==> src/rtl/tty_seq_pkg.sv <==
`timescale 1ns/1ps
package tty_seq_pkg;
   // Character select codes understood by the framer
   localparam int SEL_SPACE = 0;
   localparam int SEL_SIGN  = 1;
   localparam int SEL_HUND  = 2;
   localparam int SEL_TENS  = 3;
   localparam int SEL_UNITS = 4;
   localparam int SEL_LF    = 5;
   localparam int SEL_CR    = 6;
   localparam int SEL_XOFF  = 7;

   // Bits needed to index n states (at least one)
   function automatic int idx_width(input int n);
      return (n <= 2) ? 1 : $clog2(n);
   endfunction
endpackage

==> src/rtl/tty_seq_bitcnt.sv <==
`timescale 1ns/1ps
module tty_seq_bitcnt #(
   parameter  int BITS_PER_CHAR = 11,
   localparam int BW = tty_seq_pkg::idx_width(BITS_PER_CHAR)
) (
   input  logic          clk,
   input  logic          clr,
   input  logic          tick,
   output logic [BW-1:0] bit_idx,
   output logic          sel_step,
   output logic          char_wrap
);
   localparam logic [BW-1:0] LAST_BIT = BW'(BITS_PER_CHAR - 1);
   localparam logic [BW-1:0] STEP_BIT = BW'(BITS_PER_CHAR - 2);

   always_ff @(posedge clk) begin
      if (clr)
         bit_idx <= '0;
      else if (tick)
         bit_idx <= (bit_idx == LAST_BIT) ? '0 : bit_idx + 1'b1;
   end

   assign sel_step  = (bit_idx == STEP_BIT);
   assign char_wrap = (bit_idx == LAST_BIT);
endmodule

==> src/rtl/tty_seq_chars.sv <==
`timescale 1ns/1ps
module tty_seq_chars #(
   parameter  int CHARS_PER_WORD = 5,
   parameter  int TAIL_CHARS     = 3,
   parameter  int WORDS_PER_LINE = 10,
   localparam int SW = tty_seq_pkg::idx_width(CHARS_PER_WORD + TAIL_CHARS),
   localparam int WW = tty_seq_pkg::idx_width(WORDS_PER_LINE)
) (
   input  logic          clk,
   input  logic          clr,
   input  logic          tick,
   input  logic          sel_step,
   input  logic          char_wrap,
   output logic [SW-1:0] char_sel,
   output logic [WW-1:0] word_idx,
   output logic          word_done
);
   localparam logic [SW-1:0] SHORT_LAST = SW'(CHARS_PER_WORD - 1);
   localparam logic [SW-1:0] LONG_LAST  = SW'(CHARS_PER_WORD + TAIL_CHARS - 1);
   localparam logic [WW-1:0] LAST_WORD  = WW'(WORDS_PER_LINE - 1);

   logic [SW-1:0] done_cnt;
   logic [SW-1:0] last_sel;
   logic          last_word;

   assign last_word = (word_idx == LAST_WORD);

   generate
      if (TAIL_CHARS > 0) begin : g_tail
         assign last_sel = last_word ? LONG_LAST : SHORT_LAST;
      end else begin : g_no_tail
         logic unused_last;
         assign unused_last = last_word;
         assign last_sel    = SHORT_LAST;
      end
   endgenerate

   // select code moves one tick ahead of the character wrap
   always_ff @(posedge clk) begin
      if (clr)
         char_sel <= '0;
      else if (tick && sel_step)
         char_sel <= (char_sel == last_sel) ? '0 : char_sel + 1'b1;
   end

   // characters completed in the current word, and words on the line
   always_ff @(posedge clk) begin
      if (clr) begin
         done_cnt <= '0;
         word_idx <= '0;
      end else if (tick && char_wrap) begin
         if (done_cnt == last_sel) begin
            done_cnt <= '0;
            word_idx <= last_word ? '0 : word_idx + 1'b1;
         end else begin
            done_cnt <= done_cnt + 1'b1;
         end
      end
   end

   assign word_done = tick && char_wrap && (done_cnt == last_sel);
endmodule

==> src/rtl/tty_seq_gate.sv <==
`timescale 1ns/1ps
module tty_seq_gate #(
   parameter bit READY_EDGE = 1'b1
) (
   input  logic clk,
   input  logic rst,
   input  logic start_sync,
   input  logic ready,
   input  logic bit_tick,
   input  logic word_done,
   output logic running,
   output logic halted,
   output logic tick_out
);
   logic ready_ev;

   generate
      if (READY_EDGE) begin : g_edge
         logic ready_q;
         always_ff @(posedge clk) begin
            if (rst) ready_q <= 1'b0;
            else     ready_q <= ready;
         end
         assign ready_ev = ready && !ready_q;
      end else begin : g_level
         assign ready_ev = ready;
      end
   endgenerate

   // set/reset run latch: reset wins, start sync sets
   always_ff @(posedge clk) begin
      if (rst)             running <= 1'b0;
      else if (start_sync) running <= 1'b1;
   end

   always_ff @(posedge clk) begin
      if (rst || !running)
         halted <= 1'b0;
      else if (word_done)
         halted <= 1'b1;
      else if (halted && ready_ev)
         halted <= 1'b0;
   end

   assign tick_out = bit_tick && running && !halted;
endmodule

==> src/rtl/tty_line_seq.sv <==
`timescale 1ns/1ps
module tty_line_seq #(
   parameter  int BITS_PER_CHAR  = 11,
   parameter  int CHARS_PER_WORD = 5,
   parameter  int TAIL_CHARS     = 3,
   parameter  int WORDS_PER_LINE = 10,
   parameter  bit READY_EDGE     = 1'b1,
   localparam int SEL_W = tty_seq_pkg::idx_width(CHARS_PER_WORD + TAIL_CHARS),
   localparam int BIT_W = tty_seq_pkg::idx_width(BITS_PER_CHAR),
   localparam int WORD_W = tty_seq_pkg::idx_width(WORDS_PER_LINE)
) (
   input  logic             clk,
   input  logic             rst,
   input  logic             start_sync,
   input  logic             bit_tick,
   input  logic             ready,
   output logic [SEL_W-1:0] char_sel,
   output logic             load_en,
   output logic             tick_out
);
   generate
      if (BITS_PER_CHAR < 3) begin : g_bad_bits
         $error("BITS_PER_CHAR must be at least 3");
      end
      if (CHARS_PER_WORD < 2) begin : g_bad_chars
         $error("CHARS_PER_WORD must be at least 2");
      end
      if (WORDS_PER_LINE < 2) begin : g_bad_words
         $error("WORDS_PER_LINE must be at least 2");
      end
      if (TAIL_CHARS < 0) begin : g_bad_tail
         $error("TAIL_CHARS must not be negative");
      end
   endgenerate

   logic              running;
   logic              halted;
   logic              clr;
   logic              sel_step;
   logic              char_wrap;
   logic              word_done;
   logic [BIT_W-1:0]  bit_idx;
   logic [WORD_W-1:0] word_idx;

   assign clr = rst || !running;

   tty_seq_gate #(.READY_EDGE(READY_EDGE)) u_gate (
      .clk       (clk),
      .rst       (rst),
      .start_sync(start_sync),
      .ready     (ready),
      .bit_tick  (bit_tick),
      .word_done (word_done),
      .running   (running),
      .halted    (halted),
      .tick_out  (tick_out)
   );

   tty_seq_bitcnt #(.BITS_PER_CHAR(BITS_PER_CHAR)) u_bits (
      .clk      (clk),
      .clr      (clr),
      .tick     (tick_out),
      .bit_idx  (bit_idx),
      .sel_step (sel_step),
      .char_wrap(char_wrap)
   );

   tty_seq_chars #(
      .CHARS_PER_WORD(CHARS_PER_WORD),
      .TAIL_CHARS    (TAIL_CHARS),
      .WORDS_PER_LINE(WORDS_PER_LINE)
   ) u_chars (
      .clk      (clk),
      .clr      (clr),
      .tick     (tick_out),
      .sel_step (sel_step),
      .char_wrap(char_wrap),
      .char_sel (char_sel),
      .word_idx (word_idx),
      .word_done(word_done)
   );

   assign load_en = running && char_wrap;
endmodule

==> config.mk <==
export PLATFORM = sky130hd
export DESIGN_NAME = tty_line_seq
export DESIGN_NICKNAME = d
export VERILOG_FILES = /design/src/rtl/tty_seq_pkg.sv /design/src/rtl/tty_seq_bitcnt.sv /design/src/rtl/tty_seq_chars.sv /design/src/rtl/tty_seq_gate.sv /design/src/rtl/tty_line_seq.sv
export SDC_FILE = /design/constraint.sdc
export NUM_CORES = 1
export LEC_CHECK = 0
export BUFFER_PORTS_ARGS = -buffer_cell sky130_fd_sc_hd__buf_2
export CAP_MARGIN = 15
export CORE_UTILIZATION = 55
export CTS_CLUSTER_DIAMETER = 30
export CTS_CLUSTER_SIZE = 16
export DETAILED_ROUTE_END_ITERATION = 16
export MAX_ROUTING_LAYER = met4
export PLACE_DENSITY = 0.88
export SETUP_SLACK_MARGIN = 0.3
export SYNTH_ARGS = -nofsm -noshare
export SYNTH_HDL_FRONTEND = slang
export SYNTH_SLANG_ARGS = --single-unit
==> constraint.sdc <==
create_clock -name clk -period 2.2 [get_ports clk]
set_clock_uncertainty 0.1 [all_clocks]
set_input_delay 0 -clock clk [delete_from_list [all_inputs] [get_ports clk]]
set_output_delay 0 -clock clk [all_outputs]
set_load 0.005 [all_outputs]
# After elaboration in Yosys (flattened, before gate mapping)
# Cells that the tools add are included.
# totals
ff_bits	17
input_bits	5
output_inout_bits	5
wordCells	37
# op_classes
n_addsub	4
eq_ne	5
mux	7
reduce_logical	14
# op_table
op	n
4-bit equality test (second input constant)	3
4-bit by 1-bit adder with 4-bit output (second input constant)	2
1-bit logical AND	8
4-bit two-way mux	2
3-bit by 1-bit adder with 3-bit output (second input constant)	2
3-bit equality test	2
3-bit two-way mux	2
1-bit logical NOT	3
1-bit two-way mux	2
2-bit two-way mux	1
2-bit AND reduction	1
2-bit nonzero test	1
1-bit logical OR	1

# Longest topological paths before layout
# logic_depth
ltp_word	5
ltp_mapped	6
depth_no_buf	5

# Hierarchy
# Synthesis repeated with hierarchy kept, for this count alone.
# hier_totals
cells_unflattened	100
area_unflattened_um2	864.6
# by_module_without_submodules
mod	instances	cells_per_inst	area_per_inst_um2	seq_area_each_um2
tty_seq_chars	1	63	535.5	200.2
tty_seq_bitcnt	1	23	209.0	80.1
tty_seq_gate	1	12	107.6	60.1
tty_line_seq	1	2	12.5	0.0

# Least setup slack after synthesis
# No wires, ideal clock.
# synth_timing
path_kind	register to register
from	register u_chars.word_idx[3]
to	register u_chars.done_cnt[0]
setup_ns	0.071
t_arrival_ns	1.504
required_ns	2.029
slack_ns	0.525
path_stages_with_launch	6
path_buffers	1
synth_period_minus_slack_ns	1.675
cell_sequence	dfxtp_1 nor4bb_1 buf_4 mux2_2 or3_1 a21oi_1
# synth_via
elab_chain_cells	4
# synth_lines
element	line	source
start, declared	tty_seq_chars.sv:15	output logic [WW-1:0] word_idx,
start signal, assigned	tty_seq_chars.sv:54	word_idx <= last_word ? '0 : word_idx + 1'b1;
4-bit equality test	tty_seq_chars.sv:26	assign last_word = (word_idx == LAST_WORD);
2-bit two-way mux	tty_seq_chars.sv:30	assign last_sel = last_word ? LONG_LAST : SHORT_LAST;
3-bit equality test	tty_seq_chars.sv:52	if (done_cnt == last_sel) begin
3-bit two-way mux	tty_seq_chars.sv:52	
end signal, assigned	tty_seq_chars.sv:56	done_cnt <= done_cnt + 1'b1;
end, declared	tty_seq_chars.sv:22	logic [SW-1:0] done_cnt;
# Every way passes these cells.
# A chain may end at the register's enable or synchronous reset.

# Worst setup path after layout
# Ends and elaborated chain as after synthesis.

==> impl_results.md <==
- WHS: 0.05669 ns
- Total power: 505.3 uW
- Largest area contributor in the netlist: dfxtp_1
- Initial antenna violation count: 0
- Critical path data arrival time: 1.95 ns
- Area grow syn2layout: 16.38%
- Setup TNS: 0 ns
- HPWL after DPL: 1.224 mm
- Congestion Overflow GR: 0
- Hold_sp: bit_tick
- Cells after DPL: 125
- CORE AREA: 0.001383 mm2
- Synth Net Count: 110
- Fin. max-slew vios: 0
- Hold Path Stages: 4
- Total track usage: 0.2295
- Normalized max-slew margin: 0.6641
- WP data required: 2.32 ns
- Max Freq: 546.9 MHz
- Layout cells sized above 1: 0.1750
- Buffer depth of the longest clock path: 2
- Placer Congestion: 0.8058
- Die outline height: 41.62 um
- Crit path from: u_chars.word_idx[3]
- Starting DRC count in detailed routing: 16
- Cells after synthesis: 103
- FF-to-FF setup slack: 0.37 ns
- Final nets: 128
- Total CTS buffers: 3
- Min-delay worst type: in -> reg
- Post-CTS sizing: 0
- Global-route wire length before repair: 2.960 mm
- Vias: 803
- RSZ-0062 raised after global routing: no
- Ports: 10
- DIE WIDTH: 41.62 um
- Final hold vios: 0
- Register area share after synthesis: 0.3942
- CTS root buf: clkbuf_4
- Ys Warns: 0
- Worst Path Max Fanout: 7
- Non-filler cells in the finished layout: 135
- Die area: 0.001732 mm2
- Antenna-violating nets left: 0
- Top cells by area, synth: dfxtp_1 39%, a21oi_1 5.8%, nand2_1 4.3%
- R2R Path Start: u_chars.word_idx[3]
- PD cells: 502.9 mW/mm2
- Post-synthesis register bit count: 17
- Clock sink count: 17
- Remaining routing DRC violations: 0
- Post-synthesis cell type count: 37
- Minimum clock period: 1.828 ns
- Buffers on Ports: 9
- Util after Layout: 0.7267
- Diode count: 0
- Crit. End Element: flip-flop
- Max-capacitance violation count: 0
- Largest net degree at the start of global routing: 14
- Cell row count: 13
- Starting density of the core: 0.6244
- CP Launch Type: flip-flop
- Avg WL per Cell: 13.24 um
- Drt via density: 5.948
- Syn avg cell area: 8.382 um2
- Reg clk slew, reported paths: 0.10 ns
- Mapped cell area: 863.3 um2
- Endpoints failing setup: 0
- Tcrit/Tclk final: 0.8311
- Clock Latency Late Sink: 0.29 ns
- Vias in the first global route: 727
- Outcome: finished, final reports clean
- Worst R2R Path Depth: 5
- Worst-Margin Slew: 0.5039 ns
- Routed WL: 1.788 mm
- Post-synth top area share: 0.3942
- Leak Pwr: 0.3937 nW
- Number of fill cells in the layout: 99
- Worst Setup Path Type: reg -> reg
- Max IR drop VDD: 0.0003023 V
- Crit Reg-Reg Endpoint: u_chars.done_cnt[0]
- H-tree depth: 1
- Endpoint, Worst Hold: u_bits.bit_idx[0]
- First-pass detailed-route iteration total: 6
- CTS tree: done
## synthesized netlist by cell type
cell	n
a211oi_1	1
o21ai_0	5
o311a_1	1
buf_4	1
nand2b_1	3
and3b_2	1
and3_1	2
mux2_2	1
or4_1	1
nand3_1	5
and4bb_2	1
nand4b_1	2
ha_1	2
nor4bb_1	1
a21oi_1	10
and4b_1	1
mux2i_1	3
nand3b_1	1
and2_1	2
o22ai_1	1
nor2_1	8
nand4_1	1
clkbuf_1	2
buf_1	1
inv_2	1
xor2_1	1
nand2_1	10
or3_1	3
a211o_1	1
inv_1	1
nor2b_1	3
and2b_1	1
nor3b_1	2
or3b_2	1
dfxtp_1	17
nor3_1	3
a31oi_1	2
## kinds of logic after synthesis
family / Yosys count / synth area share
adders and majority gates: 2 / 0.02898
buffers and inverters: 6 / 0.03043
xor gates and xnor gates: 1 / 0.01015
DFF: 17 / 0.3942
AOI/OAI and AO/OA: 21 / 0.1391
muxes: 4 / 0.04783
and+or+nand+nor: 52 / 0.3493
## critical path, cell delays in order (launching register included)
cell and delay, ns:
dfxtp_1 0.37, nor4bb_1 0.30, buf_4 0.20, mux2_2 0.36
or3_1 0.31, a21oi_1 0.12
## timing repair
action / 4_1_cts / 5_1_grt
setup buffers: 0 / 2
hold buffers: 4 / 0
hold endpoints to repair: 5 / 0
endpoints found under the setup margin: 0 / 1
## flip-flops by register name (all words and copies together), names as in the netlist
register / flops
u_chars.char_sel: 3
u_chars.done_cnt: 3
u_gate.halted: 1
u_gate.running: 1
u_bits.bit_idx: 4
u_gate.g_edge.ready_q: 1
u_chars.word_idx: 4
## routing by layer
metal	global-route usage	up-vias	wire (um)	share of wire
met4	0.1290	0	6	0.0034
li1	-	407	-	-
met1	0.2643	376	866	0.48
met3	0.05217	2	52	0.029
met2	0.3656	18	862	0.48
met5	-	-	0	0
## report_power, final
part	total [mW]	internal, mW	switching (mW)
sequential	0.313	0.310	0.00238
combinational	0.0247	0.0117	0.0130
clock	0.168	0.0706	0.0974
total	0.505	0.393	0.113
## metrics by stage
step,worst slack (ns),cell area [um2]
floorplan,0.5254,863.3
global placement,0.4608,923.4
detailed placement,0.3870,923.4
CTS,0.3644,989.7
global route,0.3025,1005
finish,0.3717,1005
## worst max-delay path by stage
stage,endpoint,slack (ns),cells past startpoint
final,u_chars.done_cnt[0],0.37,5
after global routing,u_chars.done_cnt[0],0.30,5
after CTS,u_chars.done_cnt[0],0.36,5
after detailed placement,u_chars.done_cnt[0],0.39,5
after global placement,u_chars.done_cnt[0],0.46,5
after floorplan,u_chars.done_cnt[0],0.53,5
## layout make-up
class,count,area [um2],share of cell area
sequential,17,340.3,0.3387
multi-input combinational,80,496.7,0.4944
tap,15,18.77,0.01868
timing repair buffer,17,115.1,0.1146
clock buffer,4,26.28,0.02615
inverter,2,7.507,0.007472
## layout by cell type, fill, tap and decap left out, types with 2 or more instances in the layout
master / n
dfxtp_1: 17
nand2_1: 10
a21oi_1: 10
buf_2: 9
nor2_1: 8
o21ai_0: 5
nand3_1: 5
dlygate4sd3_1: 4
buf_4: 4
mux2i_1: 3
or3_1: 3
nand2b_1: 3
nor3_1: 3
nor2b_1: 3
clkbuf_4: 3
and2_1: 2
nor3b_1: 2
and3_1: 2
a31oi_1: 2
nand4b_1: 2
ha_1: 2
Power figures use the tool's default switching activity.
